## src/rtl/ipitm_pkg.sv

```systemverilog
package ipitm_pkg;
   localparam int DATA_W    = 64;
   localparam int FIELD_W   = 4;
   localparam int REQ_LSB   = 12;
   localparam int ICLR_LSB  = 8;
   localparam int TCLR_LSB  = 4;
   localparam int ACK_BIT   = 28;
   localparam int CPUID_W   = 2;

   typedef enum logic [1:0] {
      IDX_CTRL    = 2'd0,
      IDX_IPIREQ  = 2'd1,
      IDX_IPIPEND = 2'd2,
      IDX_TMRPEND = 2'd3
   } reg_idx_e;

   typedef struct packed {
      logic [FIELD_W-1:0] ipi_set;
      logic [FIELD_W-1:0] ipi_clr;
      logic [FIELD_W-1:0] tmr_clr;
      logic               bad;
   } cmd_t;
endpackage

```

## src/rtl/ipitm_decode.sv

```systemverilog
module ipitm_decode
   import ipitm_pkg::*;
(
   input  logic              valid,
   input  logic              write,
   input  reg_idx_e          idx,
   input  logic [DATA_W-1:0] wdata,
   output cmd_t              cmd
);
   logic wdata_unused;
   assign wdata_unused = ^{wdata[DATA_W-1:ACK_BIT+1], wdata[ACK_BIT-1:REQ_LSB+FIELD_W]};

   always_comb begin
      cmd = '0;
      if (valid && write) begin
         unique case (idx)
            IDX_CTRL: begin
               cmd.ipi_set = wdata[REQ_LSB  +: FIELD_W];
               cmd.ipi_clr = wdata[ICLR_LSB +: FIELD_W];
               cmd.tmr_clr = wdata[TCLR_LSB +: FIELD_W];
               cmd.bad     = ((cmd.ipi_set | cmd.ipi_clr | cmd.tmr_clr) == '0)
                             && !wdata[ACK_BIT];
            end
            IDX_IPIREQ: begin
               cmd.ipi_set = wdata[FIELD_W-1:0];
               cmd.bad     = (cmd.ipi_set == '0);
            end
            IDX_IPIPEND: begin
               cmd.ipi_clr = wdata[FIELD_W-1:0];
               cmd.bad     = (cmd.ipi_clr == '0);
            end
            IDX_TMRPEND: begin
               cmd.tmr_clr = wdata[FIELD_W-1:0];
               cmd.bad     = (cmd.tmr_clr == '0);
            end
            default: cmd = '0;
         endcase
      end
   end
endmodule

```

## src/rtl/ipitm_pend_bank.sv

```systemverilog
module ipitm_pend_bank #(
   parameter int N           = 4,
   parameter int ACTIVE      = 4,
   parameter bit WARN_ON_CLR = 1'b1
) (
   input  logic         clk,
   input  logic         rst_n,
   input  logic [N-1:0] sw_set,
   input  logic [N-1:0] sw_clr,
   input  logic         hw_set,
   output logic [N-1:0] pend,
   output logic         set_dup,
   output logic         clr_miss
);
   localparam logic [N-1:0] ACT_MASK = N'((64'd1 << ACTIVE) - 64'd1);

   logic [N-1:0] set_m, clr_m, with_set;

   assign set_m    = sw_set & ACT_MASK;
   assign clr_m    = sw_clr & ACT_MASK;
   assign with_set = pend | set_m;
   assign set_dup  = |(set_m & pend);

   for (genvar gi = 0; gi < N; gi++) begin : g_bit
      if (gi < ACTIVE) begin : g_live
         logic q;
         always_ff @(posedge clk or negedge rst_n) begin
            if (!rst_n) q <= 1'b0;
            else        q <= (with_set[gi] & ~clr_m[gi]) | hw_set;
         end
         assign pend[gi] = q;
      end else begin : g_dead
         assign pend[gi] = 1'b0;
      end
   end

   if (WARN_ON_CLR) begin : g_miss
      assign clr_miss = |(clr_m & ~with_set);
   end else begin : g_nomiss
      assign clr_miss = 1'b0;
   end
endmodule

```

## src/rtl/ipitm_rdmux.sv

```systemverilog
module ipitm_rdmux
   import ipitm_pkg::*;
#(
   parameter int N = 4
) (
   input  logic               rd_en,
   input  reg_idx_e           idx,
   input  logic [CPUID_W-1:0] cpu,
   input  logic [N-1:0]       ipi,
   input  logic [N-1:0]       tmr,
   output logic [DATA_W-1:0]  rdata
);
   always_comb begin
      rdata = '0;
      if (rd_en) begin
         unique case (idx)
            IDX_CTRL: begin
               rdata[CPUID_W-1:0]   = cpu;
               rdata[TCLR_LSB +: N] = tmr;
               rdata[ICLR_LSB +: N] = ipi;
            end
            IDX_IPIPEND: rdata[N-1:0] = ipi;
            IDX_TMRPEND: rdata[N-1:0] = tmr;
            default:     rdata = '0;
         endcase
      end
   end
endmodule

```

## src/rtl/ipi_tmr_intc.sv

```systemverilog
module ipi_tmr_intc
   import ipitm_pkg::*;
#(
   parameter int N_CPU       = 4,
   parameter int ACTIVE_CPUS = 3
) (
   input  logic             clk,
   input  logic             rst_n,
   input  logic             acc_valid,
   input  logic             acc_write,
   input  logic [1:0]       acc_idx,
   input  logic [63:0]      acc_wdata,
   input  logic [1:0]       acc_cpu,
   output logic [63:0]      acc_rdata,
   input  logic             tick,
   output logic [N_CPU-1:0] ipi_irq,
   output logic [N_CPU-1:0] tmr_irq,
   output logic             err_flag,
   output logic             warn_flag
);
   if (N_CPU < 1 || N_CPU > FIELD_W) begin : g_bad_ncpu
      $error("N_CPU must lie between 1 and the field width");
   end
   if (ACTIVE_CPUS < 1 || ACTIVE_CPUS > N_CPU) begin : g_bad_active
      $error("ACTIVE_CPUS must lie between 1 and N_CPU");
   end

   reg_idx_e idx;
   cmd_t     cmd;
   logic     ipi_dup, ipi_miss;
   logic     tmr_unused_dup, tmr_unused_miss;
   logic     cmd_unused;

   assign idx = reg_idx_e'(acc_idx);
   assign cmd_unused = ^{cmd.ipi_set, cmd.ipi_clr, cmd.tmr_clr};

   ipitm_decode u_dec (
      .valid (acc_valid),
      .write (acc_write),
      .idx   (idx),
      .wdata (acc_wdata),
      .cmd   (cmd)
   );

   ipitm_pend_bank #(.N(N_CPU), .ACTIVE(ACTIVE_CPUS), .WARN_ON_CLR(1'b1)) u_ipi (
      .clk      (clk),
      .rst_n    (rst_n),
      .sw_set   (cmd.ipi_set[N_CPU-1:0]),
      .sw_clr   (cmd.ipi_clr[N_CPU-1:0]),
      .hw_set   (1'b0),
      .pend     (ipi_irq),
      .set_dup  (ipi_dup),
      .clr_miss (ipi_miss)
   );

   ipitm_pend_bank #(.N(N_CPU), .ACTIVE(ACTIVE_CPUS), .WARN_ON_CLR(1'b0)) u_tmr (
      .clk      (clk),
      .rst_n    (rst_n),
      .sw_set   ('0),
      .sw_clr   (cmd.tmr_clr[N_CPU-1:0]),
      .hw_set   (tick),
      .pend     (tmr_irq),
      .set_dup  (tmr_unused_dup),
      .clr_miss (tmr_unused_miss)
   );

   ipitm_rdmux #(.N(N_CPU)) u_rd (
      .rd_en (acc_valid && !acc_write),
      .idx   (idx),
      .cpu   (acc_cpu),
      .ipi   (ipi_irq),
      .tmr   (tmr_irq),
      .rdata (acc_rdata)
   );

   always_ff @(posedge clk or negedge rst_n) begin
      if (!rst_n) begin
         err_flag  <= 1'b0;
         warn_flag <= 1'b0;
      end else begin
         err_flag  <= cmd.bad;
         warn_flag <= ipi_dup | ipi_miss;
      end
   end
endmodule

```

## config.mk

```make
export PLATFORM = sky130hd
export DESIGN_NAME = ipi_tmr_intc
export DESIGN_NICKNAME = d
export VERILOG_FILES = /design/src/rtl/ipitm_pkg.sv /design/src/rtl/ipitm_decode.sv /design/src/rtl/ipitm_pend_bank.sv /design/src/rtl/ipitm_rdmux.sv /design/src/rtl/ipi_tmr_intc.sv
export SDC_FILE = /design/constraint.sdc
export NUM_CORES = 1
export LEC_CHECK = 0
export BUFFER_PORTS_ARGS = -buffer_cell sky130_fd_sc_hd__buf_4
export CORE_AREA = 3 3 66 68
export DETAILED_ROUTE_END_ITERATION = 6
export DIE_AREA = 0 0 69 71
export HOLD_SLACK_MARGIN = 0.02
export PLACE_DENSITY = 0.75
export SYNTH_ARGS = -nofsm -noshare
export SYNTH_HDL_FRONTEND = slang
export SYNTH_SLANG_ARGS = --single-unit
```

## constraint.sdc

```tcl
create_clock -name clk -period 1.3 [get_ports clk]
set_clock_uncertainty 0.15 [all_clocks]
set_input_delay 0.13 -clock clk [delete_from_list [all_inputs] [get_ports clk]]
set_output_delay 0.13 -clock clk [all_outputs]
set_load 0.03 [all_outputs]
```

# Word-level counts from Yosys, hierarchy flattened
# Cells that the tools add are included.
# word_totals
output_inout_bits	74
reg_bits	8
# classes
n_mux	9
n_bitwise	22
eq_ne	3
reduce_logical	11
# ops
op	n
$mux 12	2
$pmux 4 s2	2
$logic_not 4->1	2
$or 4x4->4	2
$reduce_or 4->1	2
$mux 7	1
$and 1x1->1	6
$not 1->1	6
$pmux 2 s3	1
$pmux 3 s2	1
$and 3x4->4	1
$eq 2x2->1 const B	2
$not 4->4	1
$or 1x1->1	4
$pmux 1 s2	2
$and 3x3->3	1
$logic_and 1x1->1	3
$or 3x3->3	1
$reduce_or 3->1	1
$eq 2x1->1 const B	1
$logic_not 1->1	2
$logic_not 2->1	1

# Logic depth before layout (Yosys ltp)
# depth
depth_word	11
depth_mapped	7
mapped_depth_nobuf	6

# Hierarchy
# Synthesis repeated with hierarchy kept, for this count alone.
# unflattened
cells_unflattened	157
area_unflattened_um2	1244.9
# by_module_without_submodules
module	area_per_inst_um2	n_inst	cells_each
ipitm_rdmux	558.0	1	76
ipitm_decode	282.8	1	41
ipitm_pend_bank at u_ipi	173.9	1	18
ipitm_pend_bank at u_tmr	163.9	1	17
ipi_tmr_intc	66.3	1	5

# Worst setup path after synthesis
# No wires, ideal clock.
# synth_path
kind	input port to output port
startpoint	input port acc_idx[0]
endpoint	output port acc_rdata[2]
n_path_buf	0
slack_ns	-0.262
arrival_time_ns	1.282
cell_stages	4
required_time_ns	1.020
cell_sequence	inv_1 > ha_1 > a22oi_1 > nor3b_1
# synth_between
elab_chain_len	3
# synth_lines
element	line_no	rtl
start: declaration	ipi_tmr_intc.sv:11	input logic [1:0] acc_idx,
$eq 2x2->1	ipitm_rdmux.sv:16	unique case (idx)
$pmux 1 s2 (*)	ipitm_rdmux.sv:16	
$mux 12 (*)	ipitm_rdmux.sv:15	if (rd_en) begin
end: declaration	ipi_tmr_intc.sv:14	output logic [63:0] acc_rdata,
# Mark *: on every way between the ends. The rest lies on a longest branch, timed or not.

# Worst setup path in the final report
# layout_path
startpoint	register u_ipi.g_bit[0].g_live.q
endpoint	output port acc_rdata[0]
# layout_between
elab_chain_len	2
# layout_lines
element	line_no	rtl
start: declaration	ipitm_pend_bank.sv:26	logic q;
start signal: assignment	ipitm_pend_bank.sv:29	else q <= (with_set[gi] & ~clr_m[gi]) | hw_set;
$pmux 2 s3	ipitm_rdmux.sv:16	
$mux 12	ipitm_rdmux.sv:15	
# Every way passes these cells.

==> qor.txt <==
Slew Limit Fails - 0
Std cell rows - 23
Ys Warns - 0
Setup TNS - -486 ps
Pre-Repair DR Iteration Count - 4
First-pass GRT wire length - 3920 um
Via/cell ratio - 3.98
Crit start category - register
Initial core utilization - 28.9%
Violations in the final reports - setup timing
Core Footprint - 3910 um2
Vias - 972
DRC viols - 0
IO Pins - 147
Yosys cell types - 28
Worst-path fanout max - 2
Design Power - 1340 uW
Achievable Freq - 699 MHz
Largest net degree at the start of global routing - 11
Total global routing overflow - 0
DR iter-0 viols - 68
Mapped Area - 1130 um2
# nets final - 275
H-tree depth - 1
Die Ht - 71 um
PD cells - 850 nW/um2
Slowest cell delay on critical path - 380 ps
CTS sink count - 8
Synth Register Bits - 8
Post-synthesis adder-cell area fraction - 6.64%
TritonCTS buffer count - 3
Critical Path AT - 1150 ps
Leakage Power - 0.000793 uW
Worst path slowest cell - dfrtp_1
Clk buf depth - 2
Synth Instances - 135
Post-DP HPWL - 2230 um
Finished Core Util - 40.3%
Main combinational cell family by area after synthesis - buffers and inverters
Post-synthesis simple-gate area fraction - 16.3%
P&R area growth vs syn - 39.6%
Die Width - 69 um
Total die area - 4900 um2
Final Instance Count excl. Fillers - 244
# fillers - 400
Final worst slack - -130 ps
Min-Delay Path Class - primary input to register
Initial antenna violation count - 0
Max rail drop VDD - 0.000230 V
Gp weighted congestion - 0.859
Synth Area in XOR/XNOR - 0%
Final period util - 110%
Clock transition at path regs - 40 ps
Hold Vio Cnt, Final - 0
Crit path required time - 1020 ps
Setup violators final - 7
CTS tree - built
PortBufs - 42
Post-synthesis mux area share - 1.77%
Critical path class - register to output port
Crit. End Element - output port
RSZ-0062 raised after global routing - yes
Period minus WS final - 1430 ps
Final WL - 2710 um
Vias in the first global route - 867
Compound-Gate Fraction of Synth Area - 13.7%
Post-synthesis average cell area - 8.37 um2
# diodes - 0
Status - finished with violations
Cells along the critical path - a222oi_1 > nor2_1 > buf_4
Antenna Nets Post-Route - 0
Placed insts - 229
Clock Latency Late Sink - 230 ps
Share of cells above drive strength 1 - 44.8%
Post-synthesis sequential area ratio - 17.7%
CTS Root Cell - clkbuf_8
GRT Overall Usage - 9.87%
Max Cap Viol - 0
WL per Instance - 11.1 um
## cell usage in the layout (no fill, tap or decap), types with 6 or more instances in the layout
master,n
a22oi_1,6
and2_4,6
buf_4,48
buf_6,13
conb_1,57
dfrtp_1,7
nor2_1,8
## power by group
part | switching (uW) | leakage (uW) | internal [uW]
Sequential | 23.9 | 0.0000888 | 280
Clock | 102 | 0.0000216 | 201
Combinational | 455 | 0.000683 | 278
## registers in the layout, summed over array words and instances (netlist names)
signal and count:
u_ipi.g_bit.g_live.q 3, warn_flag 1, err_flag 1, u_tmr.g_bit.g_live.q 3
## kinds of logic after synthesis
logic type                 count (synthesis)
and+or+nand+nor                           31
buffers and inverters                     66
adders and majority gates                  6
other                                      1
muxes                                      2
DFF                                        8
AOI/OAI and AO/OA                         21
## metal layers
metal | GRT usage (%) | routed length (um) | vias up
met1 | 10.5 | 853 | 442
met2 | 17.8 | 1480 | 66
li1 | - | - | 460
met3 | 2.27 | 323 | 4
met5 | 0 | 0 | -
met4 | 5.86 | 55 | 0
## cell usage after synthesis (all sizes together)
cell type  count  area share (%)
inv            2            0.66
nor3           4             1.8
nor2           8             2.7
o211ai         1            0.66
a22o           1            0.78
and2           6             3.3
dfrtp          8              18
nor3b          1            0.66
a22oi          9             6.0
a21oi          2            0.89
nand4          1            0.55
nand2b         3             1.7
a222oi         2             1.8
nor4b          1            0.78
or2            1            0.78
nand2          2             1.3
o22a           2             1.8
o21ai          3             1.3
nor4           2             1.1
a31oi          1            0.55
ha             6             6.6
or3b           1            0.78
mux2i          2             1.8
conb           1            0.33
buf           64              43
and3b          1            0.89
## layout make-up
class | instances | area [um2] | share of cell area, %
Tap cell | 50 | 62.6 | 3.97
Timing Repair Buffer | 64 | 542 | 34.3
Inverter | 2 | 15.0 | 0.952
Multi-Input combinational cell | 117 | 716 | 45.4
Clock buffer | 3 | 41.3 | 2.62
Sequential cell | 8 | 201 | 12.8
## final timing paths
path                                                   startpoint                                end  slack [ps]  cells after the start
worst min register to register  u_tmr.g_bit[2].g_live.q$_DFF_PN0_  u_tmr.g_bit[2].g_live.q$_DFF_PN0_         430                      2
worst max register to register  u_ipi.g_bit[1].g_live.q$_DFF_PN0_                warn_flag$_DFF_PN0_         -60                      6
worst min-delay path                                 acc_wdata[3]                 err_flag$_DFF_PN0_          20                      4
max in group asynchronous                                   rst_n  u_ipi.g_bit[2].g_live.q$_DFF_PN0_         740                      2
worst max-delay path            u_ipi.g_bit[0].g_live.q$_DFF_PN0_                       acc_rdata[0]        -130                      3
min in group asynchronous                                   rst_n  u_ipi.g_bit[0].g_live.q$_DFF_PN0_         120                      2
## repair_timing
action	CTS	global route
pin swaps	6	6
gates resized for setup	14	19
endpoints found under the setup margin	10	11
endpoints found under the hold margin	11	0
setup buffers	4	6
hold buffers	2	0
## worst max-delay path, delay by kind of cell, from the launching register on
kind | cells | cell delay, ps
AOI/OAI and AO/OA | 1 | 270
buffers and inverters | 1 | 170
DFF | 1 | 380
and+or+nand+nor | 1 | 90
## through the flow
step	hold WS [ps]	instance area [um2]	setup WS (ps)
2_1_floorplan	-316	1360	-111
3_3_place_gp	-198	1320	-176
3_5_place_dp	-197	1320	-250
4_1_cts	22.1	1470	-133
5_1_grt	25.3	1580	-163
6_report	22.4	1580	-130
No activity file was read; power rests on OpenSTA's default activity.
